$ cat src/rtl/mfq_pkg.sv
// Package: shared defaults and types for the miss fetch queue.
// Assumes DEPTH >= 2 so that pointer widths are non-zero.
package mfq_pkg;
    localparam int DEF_ADDR_W = 26;
    localparam int DEF_DEPTH  = 32;
    localparam int DEF_WORDS  = 8;
    localparam int DEF_WORD_W = 32;

    // Issue sequencer state: idle (may request) or waiting for a fill
    typedef enum logic {
        ISS_IDLE = 1'b0,
        ISS_WAIT = 1'b1
    } iss_state_t;
endpackage

$ cat src/rtl/mfq_cam.sv
// Module: mfq_cam
// Compares one key against every stored entry in parallel. An entry only
// matches when its valid bit is set. Assumes entries come from mfq_store.
module mfq_cam #(
    parameter int ADDR_W = mfq_pkg::DEF_ADDR_W,
    parameter int DEPTH  = mfq_pkg::DEF_DEPTH
) (
    input  logic [ADDR_W-1:0]             key,
    input  logic [DEPTH-1:0][ADDR_W-1:0]  entry_addr,
    input  logic [DEPTH-1:0]              entry_vld,
    output logic                          hit
);
    logic [DEPTH-1:0] hit_vec;

    // One comparator per slot
    for (genvar i = 0; i < DEPTH; i++) begin : g_cmp
        assign hit_vec[i] = entry_vld[i] && (entry_addr[i] == key);
    end

    // Any slot matching means the key is already queued
    assign hit = |hit_vec;
endmodule

$ cat src/rtl/mfq_store.sv
// Module: mfq_store
// Circular slot store with per-slot valid bits, head/tail pointers and an
// occupancy count. The caller must never push when full or pop when empty.
module mfq_store #(
    parameter int ADDR_W = mfq_pkg::DEF_ADDR_W,
    parameter int DEPTH  = mfq_pkg::DEF_DEPTH
) (
    input  logic                          clk,
    input  logic                          rst_n,
    input  logic                          push,
    input  logic [ADDR_W-1:0]             push_addr,
    input  logic                          pop,
    output logic [DEPTH-1:0][ADDR_W-1:0]  entry_addr,
    output logic [DEPTH-1:0]              entry_vld,
    output logic [ADDR_W-1:0]             head_addr,
    output logic                          empty,
    output logic                          full
);
    localparam int PTR_W = $clog2(DEPTH);
    localparam int CNT_W = $clog2(DEPTH + 1);
    localparam logic [PTR_W-1:0] LAST_SLOT = PTR_W'(DEPTH - 1);
    localparam logic [CNT_W-1:0] CNT_FULL  = CNT_W'(DEPTH);

    logic [PTR_W-1:0] head_q, tail_q;
    logic [CNT_W-1:0] cnt_q;

    // Advance a pointer with wrap at the last slot (any depth allowed)
    function automatic logic [PTR_W-1:0] ptr_inc(input logic [PTR_W-1:0] p);
        return (p == LAST_SLOT) ? '0 : p + 1'b1;
    endfunction

    // Per-slot storage: written at the tail on push, released at the head on pop
    for (genvar i = 0; i < DEPTH; i++) begin : g_slot
        always_ff @(posedge clk) begin
            if (!rst_n) begin
                entry_vld[i]  <= 1'b0;
                entry_addr[i] <= '0;
            end else if (push && (tail_q == PTR_W'(i))) begin
                entry_vld[i]  <= 1'b1;
                entry_addr[i] <= push_addr;
            end else if (pop && (head_q == PTR_W'(i))) begin
                entry_vld[i]  <= 1'b0;
            end
        end
    end

    // Pointer and occupancy bookkeeping
    always_ff @(posedge clk) begin
        if (!rst_n) begin
            head_q <= '0;
            tail_q <= '0;
            cnt_q  <= '0;
        end else begin
            if (push) tail_q <= ptr_inc(tail_q);
            if (pop)  head_q <= ptr_inc(head_q);
            case ({push, pop})
                2'b10:   cnt_q <= cnt_q + 1'b1;
                2'b01:   cnt_q <= cnt_q - 1'b1;
                default: cnt_q <= cnt_q;
            endcase
        end
    end

    // Status and head view
    assign head_addr = entry_addr[head_q];
    assign empty     = (cnt_q == '0);
    assign full      = (cnt_q == CNT_FULL);
endmodule

$ cat src/rtl/mfq_issue.sv
// Module: mfq_issue
// Keeps a single fetch outstanding. It presents the head while idle and the
// store is not empty, then waits for a fill. A fill while idle is ignored.
module mfq_issue (
    input  logic clk,
    input  logic rst_n,
    input  logic empty,
    input  logic mem_req_ready,
    input  logic mem_fill_valid,
    output logic mem_req_valid,
    output logic fill_pop
);
    import mfq_pkg::*;

    iss_state_t state_q, state_d;

    // Next-state and output decode
    always_comb begin
        state_d       = state_q;
        mem_req_valid = 1'b0;
        fill_pop      = 1'b0;
        case (state_q)
            ISS_IDLE: begin
                mem_req_valid = !empty;
                if (!empty && mem_req_ready) state_d = ISS_WAIT;
            end
            ISS_WAIT: begin
                if (mem_fill_valid) begin
                    fill_pop = 1'b1;
                    state_d  = ISS_IDLE;
                end
            end
            default: state_d = ISS_IDLE;
        endcase
    end

    // State register
    always_ff @(posedge clk) begin
        if (!rst_n) state_q <= ISS_IDLE;
        else        state_q <= state_d;
    end
endmodule

$ cat src/rtl/miss_fetch_queue.sv
// Module: miss_fetch_queue (top)
// Deduplicating queue of missed block addresses. A new address is appended
// only if no stored entry (head included) matches. Fetches go out one at a
// time in order, and each fill is broadcast with the head address in the
// cycle it arrives. Assumes memory returns exactly one fill per fetch.
module miss_fetch_queue #(
    parameter int ADDR_W = mfq_pkg::DEF_ADDR_W,
    parameter int DEPTH  = mfq_pkg::DEF_DEPTH,
    parameter int WORDS  = mfq_pkg::DEF_WORDS,
    parameter int WORD_W = mfq_pkg::DEF_WORD_W,
    localparam int FILL_W = WORDS * WORD_W
) (
    input  logic              clk,
    input  logic              rst_n,
    input  logic              miss_valid,
    input  logic [ADDR_W-1:0] miss_addr,
    output logic              miss_ready,
    output logic              mem_req_valid,
    output logic [ADDR_W-1:0] mem_req_addr,
    input  logic              mem_req_ready,
    input  logic              mem_fill_valid,
    input  logic [FILL_W-1:0] mem_fill_data,
    output logic              fill_valid,
    output logic [ADDR_W-1:0] fill_addr,
    output logic [FILL_W-1:0] fill_data
);
    logic [DEPTH-1:0][ADDR_W-1:0] entry_addr;
    logic [DEPTH-1:0]             entry_vld;
    logic [ADDR_W-1:0]            head_addr;
    logic                         empty, full, dup_hit, push, pop;

    mfq_cam #(.ADDR_W(ADDR_W), .DEPTH(DEPTH)) u_cam (
        .key        (miss_addr),
        .entry_addr (entry_addr),
        .entry_vld  (entry_vld),
        .hit        (dup_hit)
    );

    mfq_store #(.ADDR_W(ADDR_W), .DEPTH(DEPTH)) u_store (
        .clk        (clk),
        .rst_n      (rst_n),
        .push       (push),
        .push_addr  (miss_addr),
        .pop        (pop),
        .entry_addr (entry_addr),
        .entry_vld  (entry_vld),
        .head_addr  (head_addr),
        .empty      (empty),
        .full       (full)
    );

    mfq_issue u_issue (
        .clk            (clk),
        .rst_n          (rst_n),
        .empty          (empty),
        .mem_req_ready  (mem_req_ready),
        .mem_fill_valid (mem_fill_valid),
        .mem_req_valid  (mem_req_valid),
        .fill_pop       (pop)
    );

    // Enqueue decision: merge on a match, refuse a new address when full
    always_comb begin
        miss_ready = dup_hit || !full;
        push       = miss_valid && !dup_hit && !full;
    end

    // Request and fill broadcast both carry the head address
    assign mem_req_addr = head_addr;
    assign fill_valid   = pop;
    assign fill_addr    = head_addr;
    assign fill_data    = mem_fill_data;
endmodule

$ cat config.mk
export PLATFORM = sky130hd
export DESIGN_NAME = miss_fetch_queue
export DESIGN_NICKNAME = d
export VERILOG_FILES = /design/src/rtl/mfq_pkg.sv /design/src/rtl/mfq_cam.sv /design/src/rtl/mfq_store.sv /design/src/rtl/mfq_issue.sv /design/src/rtl/miss_fetch_queue.sv
export SDC_FILE = /design/constraint.sdc
export NUM_CORES = 2
export LEC_CHECK = 0
export BUFFER_PORTS_ARGS = -buffer_cell sky130_fd_sc_hd__buf_2
export CAP_MARGIN = 25
export CORE_UTILIZATION = 60
export CTS_CLUSTER_DIAMETER = 50
export DETAILED_ROUTE_END_ITERATION = 8
export MAX_ROUTING_LAYER = met4
export PLACE_DENSITY = 0.82
export SETUP_SLACK_MARGIN = 0.4
export SLEW_MARGIN = 5
export SYNTH_ARGS = -nofsm -noshare
export SYNTH_HDL_FRONTEND = slang
export SYNTH_SLANG_ARGS = --single-unit
$ cat constraint.sdc
create_clock -name clk -period 5.2 [get_ports clk]
set_clock_uncertainty 0.05 [all_clocks]
set_input_delay 0.78 -clock clk [delete_from_list [all_inputs] [get_ports clk]]
set_output_delay 0.78 -clock clk [all_outputs]
set_load 0.005 [all_outputs]
==> results.toml <==
[routing]
first_iter_violations = 6863
dr_wl_met3_um = 35380
via_count = 40020
top_layer_used = "met4"
ant_nets = 0
wl_met1_um = 65930
routed_wl_um = 195000
wl_per_cell_um = 33.06
dr_wl_met2_um = 77660
firstDrtPassIters = 6
drc = 0
viasPerCell = 6.787

[global_route]
track_usage = 0.4563
grt_max_degree = 147
grt_pass1_wl_um = 274400
antenna_found_initial = 22
grt_pass1_vias = 38010
grt_overflow = 0

[power_and_ir_drop]
switching_share = 0.2639
pwr-share-seq = 0.423
max-vdd-ir-drop_mv = 0.3694
p_total_uw = 16220
leakage_uw = 0.02260
combPwrFrac = 0.106
p_sw_uw = 4280
power_frac_clock = 0.471
p_per_area_nw_per_um2 = 301.9
internal-power_uw = 11940

[logic_synthesis]
yosys_warnings = 0
synthArstFlopShare = 0
synth_nets = 5330
ys_types = 42
yosys.cell_count.top_type = "nand2_1"
syn_inst = 5028
synth-main-ff-cell = "dfxtp_1"
yosysTopAreaCellShare = 0.3455
yosys.area.top_type = "dfxtp_1"
ys_top_cells_by_area = "dfxtp_1 (35%), mux2i_1 (16%), xnor2_1 (14%), mux4_2 (11%), nand2_1 (7.1%)"
yosysSeqAreaShare = 0.3455
synth-seq-cells = 881
ys_top_cells_by_count = "nand2_1 (964), dfxtp_1 (881), xnor2_1 (834), mux2i_1 (833), buf_4 (328)"
syn_avg_cell_area_um2 = 10.15
syn_area_um2 = 51050
synth_edf_count = 0

[worst_setup_path]
reg2reg_slack_ns = 0.95
slowest_delay_ns = 0.70
worstPathMaxFanout = 23
critPathSlowestCell = "dfxtp_4"
reg2reg_from = "u_store.entry_addr[319]"
end_kind = "primary output"
critPathBufInv = 2
path_delay_family = "multiplexers"
rr_worst_depth = 15
arrival_ns = 3.85
cp.required_ns = 4.37
reg2reg_to = "u_store.cnt_q[5]"
startpoint_type = "flop"
path_cells = "buf_4, mux4_2, mux4_2, nand2_1, nand2_1, buf_2"
crit_type = "reg2out"

[job]
maxCapViolations = 0

[sta]
rsz0062_at_grt = "no"
hold_viol = 0
min_period_ns = 4.676
tns_ns = 0
setup_viol = 0
max-slew-margin-rel = 0.2782
max_clock_freq_mhz = 213.8
post-route-period-util = 0.8993
worst_slew_pin_slew_ns = 1.074
final-max-slew-violation-count = 0

[floorplan]
chipWidth_um = 293.7
die_h_um = 293.7
start_util = 0.6081
ioPinCount = 598
fp-row-count = 106
dieArea_um2 = 86260
core_area_um2 = 83950

[clock_tree]
htreeDepth = 3
cts_buffers = 97
post-cts-setup-buffers = 0
hold_buffers = 0
clock_path_buffers = 3
clk_latency_ns = 0.68
cts_tree = "done"
clk_pin_slew_worst_paths_ns = 0.06
cts_sinks = 881
post_cts_resized = 0
root_buffer = "clkbuf_16"

[placement]
io_buffers = 85
hpwl_um = 139000
gp_congestion = 1.110

[hold_path]
whs_path_depth = 3
hp-class = "in2reg"
min_to = "u_issue.state_q"
min_from = "mem_req_ready"

[layout]
area_delta_synth_final_pct = 5.203
drive_gt1_frac = 0.1575
fill_cells = 6391
fin_nets = 4959

[run_status]
status = "finished clean"
==> cells by family (layout without fill, tap and decap cells) <==
logic type | after synthesis | in the layout | synth area share
xor+xnor | 838 | 838 | 0.1438
buf+inv | 751 | 461 | 0.09982
mux | 1093 | 1093 | 0.2780
flops | 881 | 881 | 0.3455
fa+ha+maj | 15 | 15 | 0.003676
other cells | 0 | 25 | 0
simple gates | 1335 | 1335 | 0.1167
compound gates | 115 | 115 | 0.01262
==> worst max path at each step <==
| stage | from | to | slack (ns) | depth (start not counted) |
|---|---|---|---|---|
| 3_5_place_dp | miss_addr[21] | u_store.cnt_q[5] | 0.31 | 17 |
| 3_3_place_gp | miss_addr[21] | u_store.cnt_q[5] | 0.33 | 17 |
| 5_1_grt | u_store.head_q[0] | mem_req_addr[3] | 0.51 | 6 |
| 4_1_cts | u_store.head_q[0] | mem_req_addr[6] | 0.72 | 6 |
| 6_report | u_store.head_q[0] | mem_req_addr[3] | 0.52 | 6 |
| 2_1_floorplan | miss_addr[0] | u_store.cnt_q[4] | 0.93 | 18 |
==> placed cells by master (no fill, tap or decap), types with 31 or more instances in the layout <==
master	count
nor3_1	34
xnor2_1	834
mux2i_1	833
buf_12	64
buf_4	118
o21ai_0	39
buf_2	85
mux4_2	260
nor4_1	31
clkbuf_16	101
a21oi_1	49
nand4_1	197
dfxtp_1	877
nand3_1	36
nand2_1	962
==> power by group through the flow <==
stage / registers, µW / logic, µW / clock network, µW
global route: 6860 / 1730 / 7870
CTS: 6860 / 1630 / 7570
floorplan: 6980 / 1250 / 0
finish: 6860 / 1720 / 7630
detailed placement: 7010 / 1620 / 0
global placement: 7010 / 1610 / 0
==> tightest hold or removal path: stages <==
cell and delay (ns):
buf_2 0.08, a21oi_1 0.05, nor2_1 0.07
==> registers in the layout, summed over array words and instances, names as in the netlist <==
register	flops
u_store.entry_addr	832
u_store.entry_vld	32
u_store.cnt_q	6
u_store.head_q	5
u_store.tail_q	5
u_issue.state_q	1
==> layout make-up <==
cell class,count,area (µm²),area share
Tap cell,1134,1419,0.02642
Inverter,11,41.29,0.0007687
Clock buffer,125,2778,0.05172
Sequential cell,881,17650,0.3286
Antenna cell,25,62.56,0.001165
Timing Repair Buffer,270,2663,0.04957
Multi-Input combinational cell,3396,28360,0.5280
Clock inverter,55,738.2,0.01374
==> per-stage QoR <==
step,util,hold WS [ns],worst slack [ns],instance area (µm²),cells
finish,0.6398,0.3006,0.5236,53710,5897
global route,0.6396,0.3168,0.5103,53700,5893
global placement,0.5960,0.4105,0.3298,50030,5687
floorplan,-,0.3867,0.9349,51050,5028
CTS,0.6384,0.2929,0.7185,53600,5869
detailed placement,0.5965,0.4189,0.3144,50080,5689
==> layer usage <==
layer | vias up | GRT usage
li1 | 16240 | -
met5 | - | -
met4 | 0 | 0.3004
met1 | 19310 | 0.5353
met3 | 875 | 0.2273
met2 | 3599 | 0.6087
(Power assumes the default switching activity.)
